## src/rtl/wpa_pkg.sv

```systemverilog
package wpa_pkg;

    typedef enum logic [1:0] {
        ALIGN_HUNT   = 2'd0,
        EXPECT_UPPER = 2'd1,
        EXPECT_LOWER = 2'd2
    } align_state_e;

endpackage

```

## src/rtl/wpa_align_fsm.sv

```systemverilog
module wpa_align_fsm
    import wpa_pkg::*;
(
    input  logic clk,
    input  logic rst_n,
    input  logic char_valid,
    input  logic char_idle,
    output logic take_upper,
    output logic take_lower,
    output logic drop_partial
);

    align_state_e state_q;
    align_state_e state_d;

    logic data_seen;
    logic idle_seen;

    assign data_seen = char_valid && !char_idle;
    assign idle_seen = char_valid &&  char_idle;

    // State register
    always_ff @(posedge clk) begin
        if (!rst_n) begin
            state_q <= ALIGN_HUNT;
        end else begin
            state_q <= state_d;
        end
    end

    // Transitions
    always_comb begin
        state_d = state_q;
        unique case (state_q)
            ALIGN_HUNT: begin
                if (idle_seen) state_d = EXPECT_UPPER;
            end
            EXPECT_UPPER: begin
                if (data_seen) state_d = EXPECT_LOWER;
            end
            EXPECT_LOWER: begin
                if (data_seen || idle_seen) state_d = EXPECT_UPPER;
            end
            default: state_d = ALIGN_HUNT;
        endcase
    end

    // Strobes toward the datapath
    always_comb begin
        take_upper   = 1'b0;
        take_lower   = 1'b0;
        drop_partial = 1'b0;
        unique case (state_q)
            ALIGN_HUNT: begin
            end
            EXPECT_UPPER: begin
                take_upper = data_seen;
            end
            EXPECT_LOWER: begin
                take_lower   = data_seen;
                drop_partial = idle_seen;
            end
            default: begin
            end
        endcase
    end

endmodule

```

## src/rtl/wpa_word_join.sv

```systemverilog
module wpa_word_join #(
    parameter int HALF_W = 16
) (
    input  logic                  clk,
    input  logic                  rst_n,
    input  logic [HALF_W-1:0]     half_in,
    input  logic                  take_upper,
    input  logic                  take_lower,
    input  logic                  drop_partial,
    output logic [2*HALF_W-1:0]   word_out,
    output logic                  word_valid,
    output logic                  frame_err
);

    localparam int WORD_W = 2 * HALF_W;

    logic [HALF_W-1:0] upper_q;
    logic [WORD_W-1:0] word_q;
    logic              valid_q;
    logic              err_q;

    always_ff @(posedge clk) begin
        if (!rst_n) begin
            upper_q <= '0;
        end else if (take_upper) begin
            upper_q <= half_in;
        end
    end

    always_ff @(posedge clk) begin
        if (!rst_n) begin
            word_q  <= '0;
            valid_q <= 1'b0;
            err_q   <= 1'b0;
        end else begin
            valid_q <= take_lower;
            err_q   <= drop_partial;
            if (take_lower) begin
                word_q <= {upper_q, half_in};
            end
        end
    end

    assign word_out   = word_q;
    assign word_valid = valid_q;
    assign frame_err  = err_q;

endmodule

```

## src/rtl/word_pair_assembler.sv

```systemverilog
module word_pair_assembler #(
    parameter int HALF_W = 16
) (
    input  logic                  clk,
    input  logic                  rst_n,
    input  logic [HALF_W-1:0]     in_data,
    input  logic                  in_valid,
    input  logic                  in_idle,
    output logic [2*HALF_W-1:0]   out_word,
    output logic                  out_valid,
    output logic                  framing_error
);

    logic take_upper;
    logic take_lower;
    logic drop_partial;

    wpa_align_fsm u_fsm (
        .clk          (clk),
        .rst_n        (rst_n),
        .char_valid   (in_valid),
        .char_idle    (in_idle),
        .take_upper   (take_upper),
        .take_lower   (take_lower),
        .drop_partial (drop_partial)
    );

    wpa_word_join #(.HALF_W(HALF_W)) u_join (
        .clk          (clk),
        .rst_n        (rst_n),
        .half_in      (in_data),
        .take_upper   (take_upper),
        .take_lower   (take_lower),
        .drop_partial (drop_partial),
        .word_out     (out_word),
        .word_valid   (out_valid),
        .frame_err    (framing_error)
    );

endmodule

```

## config.mk

```make
export PLATFORM = sky130hd
export DESIGN_NAME = word_pair_assembler
export DESIGN_NICKNAME = d
export VERILOG_FILES = /design/src/rtl/wpa_pkg.sv /design/src/rtl/wpa_align_fsm.sv /design/src/rtl/wpa_word_join.sv /design/src/rtl/word_pair_assembler.sv
export SDC_FILE = /design/constraint.sdc
export NUM_CORES = 1
export LEC_CHECK = 0
export ABC_AREA = 1
export BUFFER_PORTS_ARGS = -buffer_cell sky130_fd_sc_hd__clkbuf_2
export CAP_MARGIN = 25
export CORE_ASPECT_RATIO = 1.2
export CORE_UTILIZATION = 30
export DETAILED_ROUTE_END_ITERATION = 6
export REMOVE_ABC_BUFFERS = 1
export SYNTH_ARGS = -nofsm -noshare
export SYNTH_HDL_FRONTEND = slang
export SYNTH_SLANG_ARGS = --single-unit
export TNS_END_PERCENT = 50
```

## constraint.sdc

```tcl
create_clock -name clk -period 1.1 [get_ports clk]
set_clock_uncertainty 0.15 [all_clocks]
set_input_delay 0.11 -clock clk [delete_from_list [all_inputs] [get_ports clk]]
set_output_delay 0.11 -clock clk [all_outputs]
set_load 0.01 [all_outputs]
```

Word level (Yosys, flattened, before mapping) --
Cells that the tools add are included.
Storage, ports and cells: register bits after elaboration 52, input port bits 20, output and inout port bits 34, logic and storage cells 23
Operators by class: reductions and logical operators 7, multiplexer cells 6, equality and inequality tests 5
Operators by type and width (count):
- two-way mux 2 bit | 3
- inequality test 2 x 1 -> 1 bit, second input constant | 3
- one-hot mux 2 bit (3 select lines) | 1
- AND reduction 3 bit | 1
- == test 2 x 1 -> 1 bit, second input constant | 1
- == test 2 bit, second input constant | 1
- logical AND 1 bit | 2
- zero test 2 bit | 1
- two-way mux 1 bit | 2
- AND reduction 2 bit | 1
- zero test 1 bit | 1
- logical OR 1 bit | 1

Depth between registers and ports, before layout --
Gate-level depths: netlist (run 1).
depth after elaboration 5, mapped depth 7, gate-level depth less buffers 5

Cells and area by module --
From an unflattened synthesis (run 1), not the netlist that was laid out.
Unflattened totals: cell total of the unflattened synthesis 316, area total of the unflattened synthesis 2104.5 µm²
Modules (own cells, without submodules):
- wpa_word_join | area each 1974.4 µm², seq. area each 1001.0 µm², cells each 294, instances 1
- wpa_align_fsm | area each 130.1 µm², seq. area each 40.0 µm², cells each 22, instances 1

Least setup slack after synthesis (run 1) --
OpenSTA, ideal clock, no wires.
path kind register to register, start register u_fsm.state_q[1], end register u_join.word_q[15], in the netlist u_join.word_out[15], setup time 113 ps, buffers on the path 1, slack -86 ps, arrival 923 ps, cell stages (with the launch flop) 7, data required time 837 ps, cell sequence dfxtp_1 inv_2 nor2_4 buf_2 nand3_1 nand2_1 nor2_1
Between the ends: longest elaborated chain between the ends 2
RTL lines:
- from (decl) | line wpa_align_fsm.sv:13 | align_state_e state_q;
- from (signal assigned) | line wpa_align_fsm.sv:27 | state_q <= state_d;
- == test 2 bit | line wpa_align_fsm.sv:53 | unique case (state_q)
- two-way mux 1 bit | line wpa_align_fsm.sv:53
- to (signal assigned) | line wpa_word_join.sv:39 | word_q <= {upper_q, half_in};
- to (decl) | line wpa_word_join.sv:18 | logic [WORD_W-1:0] word_q;
Every way passes these cells. A chain may end at the register's enable or synchronous reset.

Worst setup path after layout (run 1) --
start register u_fsm.state_q[1], end register u_join.word_q[11], in the netlist u_join.word_out[11]
The elaborated chain is that of the path after synthesis.

==> results of run 1 <==
-- where the power goes --
group / switching (W) / total, W / internal (W) / leakage, nW
Clock: 0.000601 / 0.00110 / 0.000503 / 0.0510
Sequential: 0.0000150 / 0.00193 / 0.00191 / 0.422
Combinational: 0.000212 / 0.000422 / 0.000210 / 0.928
Total: 0.000828 / 0.00345 / 0.00263 / 1.40
-- registers in the layout, indices dropped and copies added (netlist names) --
signal,cells
u_join.word_out,32
u_join.word_valid,1
u_fsm.state_q,2
u_join.frame_err,1
u_join.upper_q,16
-- per-stage QoR --
stage | utilization, % | instances
after detailed placement | 38.24 | 454
after floorplan | - | 298
after global routing | 44.23 | 491
final | 44.23 | 491
after global placement | 38.24 | 454
after CTS | 43.69 | 489
-- per-layer routing --
layer  GRT usage [%]  up-vias
met3           3.158        5
met4           4.018        0
met1           16.38      894
met2           25.07       48
li1                -     1124
met5               0        -
-- area by class of cell --
class / count / area, um2 / area share, %
clock buffer: 6 / 82.58 / 2.692
clock inverter: 2 / 10.01 / 0.3263
inverter: 36 / 137.6 / 4.486
multi-input combinational: 211 / 919.6 / 29.98
sequential: 52 / 1046 / 34.09
tap: 87 / 108.9 / 3.548
timing repair buffer: 97 / 763.2 / 24.88
-- worst paths after layout --
kind                      startpoint                   to  slack (ns)  cells after the start
setup / recovery    u_fsm.state_q[1]  u_join.word_out[11]       -0.14                      7
hold / removal                 rst_n  u_join.word_out[14]        0.05                      3
setup reg to reg    u_fsm.state_q[1]  u_join.word_out[11]       -0.14                      7
hold reg to reg   u_join.word_out[8]   u_join.word_out[8]        0.33                      2
-- what timing repair did --
item | CTS | global route
setup endpoints to repair | 52 | 55
setup buffers | 8 | 1
hold buffers | 18 | 0
cloned | 1 | 1
gates resized for setup | 8 | 8
pin swaps | 3 | 2
hold endpoints to repair | 31 | 0
-- worst register-to-register path, delay by kind of cell, from the launching register on --
family / cells / cell delay (ns)
flops: 1 / 0.34
buf+inv: 3 / 0.32
simple gates: 4 / 0.34
-- synthesized netlist by cell type --
master,count
a21boi_1,1
buf_1,4
buf_2,5
buf_4,6
buf_6,2
clkbuf_1,2
dfxtp_1,52
inv_1,32
inv_2,4
nand2_1,55
nand2_2,1
nand3_1,48
nor2_1,98
nor2_2,1
nor2_4,4
nor3_1,1
o21ai_1,1
-- logic make-up after synthesis --
logic type,count (synthesis)
buf+inv,55
simple gates,208
compound gates,2
flops,52
==> metrics.yaml, run 1 <==
yosys_warnings: 0
synth_top_family_by_area: "simple AND/OR/NAND/NOR gates"
synth-seq-area-share_pct: 47.73
post-place-ws_ns: -0.3496
layout_min_cycle_time_ns: 1.242
syn_inst: 317
numPortBuffers: 53
p_per_area_nw_per_um2: 1126
postPlaceCellArea_um2: 2653
htree_levels: 2
power.total_w: 0.003454
max_slew.worst_pin.slew_ns: 0.2892
failed_checks: "setup timing"
core_um2: 6937
setup_tns_ns: -5.976
path_buf_inv: 3
gp_congestion: 0.6517
synthTopCellsByArea: "dfxtp_1, nor2_1, nand3_1"
wl_met1_mm: 2.238
final_common_cell: "nor2_1"
wire_per_inst_um: 9.971
synth_top_area_cell: "dfxtp_1"
avgSynthCellArea_um2: 6.880
layout_common_cells: "nor2_1, nand2_1, clkbuf_2"
overflow: 0
worstPathArrival_ns: 1.29
final_area_um2: 3068
critPathTopFamily: "flip-flops"
synth_cell_types: 17
wl_met3_um: 235
critPathMaxFanout: 18
status: "finished, violations left"
cts_buffers: 5
cts.sinks: 52
cts_tree: "done"
start_util_pct: 31.44
detail-route-antenna-nets: 0
fin_nets: 423
worstSkewPairLatency_ns: 0.30
path_clk_slew_ns: 0.09
cts-root-buf: "clkbuf_8"
maxCapViolCount: 0
end_kind: "flip-flop"
start_kind: "flip-flop"
setup_ws_ns: -0.1417
std_cell_rows: 33
grt_pass1_vias: 1885
crit_chain: "buf_6 > inv_4 > nor2_4 > buf_12 > nand3_1 > nand2_1 > nor2_1"
final_hold_viol_count: 0
highest_layer: "met4"
vdd_ir_drop_max_mv: 0.4575
synth_xor_area_share_pct: 0
drc: 0
fillers: 765
max_slew_margin_pct: 80.72
crit_path_top_delay_cell: "dfxtp_2"
drt_wl_total_mm: 4.896
grt_start_max_net_pins: 28
viasPerCell: 4.218
synth_area_um2: 2181
fin_hold_ws_ns: 0.04535
ys_ff_latch: 52
wl_met2_mm: 2.361
area_delta_synth_final_pct: 40.68
place_hpwl_mm: 3.051
cp_slowest_stage_delay_ns: 0.34
ios: 54
rsz0062_at_grt: "yes"
setup_viol: 52
grt_first_pass_wirelength_mm: 8.183
drive_gt1_share_pct: 25.99
num_vias: 2071
die_x_um: 79.83
first_pass_iters: 6
min_path_type: "in -> reg"
crit_type: "reg -> reg"
cts_max_path_buffers: 2
max_freq_mhz: 805.4
synth_mux_area_share_pct: 0
yosys.area_share.adder_pct: 0
antenna_found_initial: 0
grt.total_usage_pct: 13.92
die-height_um: 95.40
antennaDiodeCount: 0
synthSimpleGateAreaFrac_pct: 40.22
fin_crit_sh_pct: 112.9
worstPathRequired_ns: 1.15
drv_slew: 0
die-area_um2: 7616
p_leak_nw: 1.401
synth_compound_area_share_pct: 0.5737
yosysTopAreaCellShare_pct: 47.73
drt_iter0_drc: 51
(Power assumes the default switching activity.)
==> inputs of run 2 (changes only) <==
- ABC_AREA: 1 -> default
==> run 2 against run 1 <==
Against the previous run: the flow still finishes with violations (setup timing); global-route usage fell by 2.0 points; register-to-register slack got worse by 0.04 ns; design area fell by 13%; wire length fell by 24%; utilization fell by 0.90 points; power fell by 6.0%; largest power group unchanged; non-clock buffer count fell by 15; count of clock-buffer cells in the layout did not move; fmax fell by 2.8%; critical endpoint is now u_join.upper_q[4]; combinational power fell by 43%.
==> metrics.yaml, run 2 <==
synthArstFlopShare_pct: 0
largest_reg_flops: 32
fin_crit_sh_pct: 116.2
start_util_pct: 31.60
num_vias: 1480
drt_iter0_drc: 43
grt_pass1_vias: 1441
die_x_um: 75.35
wire_per_inst_um: 10.79
maxCapViolCount: 0
synth_edf_count: 0
stdcell_count: 347
synth-seq-area-share_pct: 53.75
cts-root-buf: "clkbuf_8"
critPathMaxFanout: 7
cts.sinks: 52
final_area_um2: 2655
cts_buffers: 5
setup_viol: 49
synth_cell_types: 16
synthFlopType: "dfxtp_1"
avgSynthCellArea_um2: 10.30
worstSkewPairLatency_ns: 0.30
crit_type: "reg -> reg"
postPlaceCellArea_um2: 2350
rrSetupSlack_ns: -0.18
vdd_ir_drop_max_mv: 0.5081
status: "finished, violations left"
die-area_um2: 6783
max_slew.worst_pin.slew_ns: 0.2975
viasPerCell: 4.265
holdPathEnd: "u_join.word_valid"
syn_inst: 188
max_freq_mhz: 782.6
fin_nets: 284
min_path_type: "in -> reg"
drive_gt1_share_pct: 29.43
drc: 0
first_pass_iters: 3
final_common_cell: "nand2_1"
worstPathRequired_ns: 1.18
worstPathArrival_ns: 1.36
path_clk_slew_ns: 0.09
r2r_end: "u_join.upper_q[4]"
core_um2: 6128
p_per_area_nw_per_um2: 1223
end_kind: "flip-flop"
std_cell_rows: 31
layout_min_cycle_time_ns: 1.278
ys_ff_latch: 52
failed_checks: "setup timing"
final_hold_viol_count: 0
layout_common_cells: "nand2_1, clkbuf_2, dfxtp_1"
placedCellCount: 320
antennaDiodeCount: 0
drt_wl_total_mm: 3.743
synth_top_area_cell: "dfxtp_1"
gp_congestion: 0.7390
wl_met1_mm: 1.747
hp-start: "rst_n"
regToRegStartpoint: "u_fsm.state_q[1]"
start_kind: "flip-flop"
max_slew_margin_pct: 80.12
place_hpwl_mm: 2.539
grt_start_max_net_pins: 31
drv_slew: 0
yosysTopAreaCellShare_pct: 53.75
htree_levels: 2
fillers: 641
cts_max_path_buffers: 2
numPortBuffers: 53
wl_met2_mm: 1.766
wl_met3_um: 171
synthTopCellsByArea: "dfxtp_1, mux2i_1, nand2_1"
yosysMostFrequentCell: "nand2_1"
detail-route-antenna-nets: 0
antenna_found_initial: 0
die-height_um: 90.02
rsz0062_at_grt: "yes"
reg2regPathDepth: 3
highest_layer: "met4"
area_delta_synth_final_pct: 37.08
ios: 54
yosys_warnings: 0
setup_ws_ns: -0.1778
yosys-top-cells-count: "nand2_1, dfxtp_1, mux2i_1"
p_leak_nw: 1.310
synth_area_um2: 1937
overflow: 0
cts_tree: "done"
grt.total_usage_pct: 11.89
min_path_cells: 3
fin_util_pct: 43.32
grt_first_pass_wirelength_mm: 6.141
==> run 2: changes by cell type in the layout (fill, tap and decap cells not counted), sizes merged, moves of 2 or more <==
| cell | delta |
|---|---|
| inv | -35 |
| nand2 | +8 |
| nor3b | +2 |
| mux2i | +48 |
| nor2 | -101 |
| nand3 | -48 |
| buf | -15 |
==> run 2: metal layers <==
layer  up-vias  GRT usage [%]
li1        771              -
met1       664          13.05
met2        38          20.46
met3         7          3.251
met4         0          5.556
met5         -              0
==> run 2: repair_timing <==
| item | CTS | global route |
|---|---|---|
| setup endpoints to repair | 51 | 51 |
| endpoints found under the hold margin | 33 | 1 |
| pin swaps | 2 | 1 |
| cloned | 0 | 0 |
| hold buffers | 16 | 2 |
| buffers inserted | 1 | 0 |
| gates resized for setup | 6 | 4 |
==> run 2: through the flow <==
stage               TNS [ns]  power, W  hold slack, ns  setup WS (ns)
global route          -9.159  0.003399         0.05206        -0.2462
floorplan             -52.01  0.002016         0.07773         -1.353
detailed placement    -7.071  0.002140          0.2256        -0.2650
CTS                   -6.696  0.003294        -0.06834        -0.2011
global placement      -5.474  0.002138          0.2298        -0.1907
finish                -6.603  0.003246         0.03903        -0.1778
==> run 2: worst max-delay path, cell delays in order (launching register included) <==
cell,delay [ns]
dfxtp_4,0.35
and4bb_2,0.35
buf_8,0.15
mux2i_2,0.21
==> run 2: kinds of logic after synthesis <==
logic type	Yosys count	synth area share (%)
AND/OR/NAND/NOR	72	15.44
flip-flops	52	53.75
multiplexers	48	24.81
buffers and inverters	14	5.168
AO/OA/AOI/OAI	2	0.8400
==> run 2: worst max-delay path by stage <==
stage / slack, ns / cells past startpoint / end / start
3_3_place_gp: -0.19 / 3 / u_join.upper_q[0] / u_fsm.state_q[1]
5_1_grt: -0.25 / 3 / u_join.upper_q[4] / u_fsm.state_q[1]
4_1_cts: -0.20 / 3 / u_join.upper_q[4] / u_fsm.state_q[1]
6_report: -0.18 / 3 / u_join.upper_q[4] / u_fsm.state_q[1]
3_5_place_dp: -0.26 / 3 / u_join.upper_q[4] / u_fsm.state_q[1]
2_1_floorplan: -1.35 / 2 / u_join.word_out[0] / u_fsm.state_q[0]
==> run 2: cell type report <==
class / count / area [um2] / area share (%)
clock buffers: 6 / 82.58 / 3.110
flip-flops and latches: 52 / 1046 / 39.40
multi-input cells: 122 / 817.0 / 30.77
inverters: 1 / 3.754 / 0.1414
repair buffers: 82 / 593.1 / 22.34
well taps: 82 / 102.6 / 3.864
clock inverters: 2 / 10.01 / 0.3770
==> run 2: report_power, final <==
group	switching, W	total, W	internal [W]
clock	0.000595	0.00110	0.000503
combinational	0.000110	0.000242	0.000133
sequential	0.00000697	0.00191	0.00190
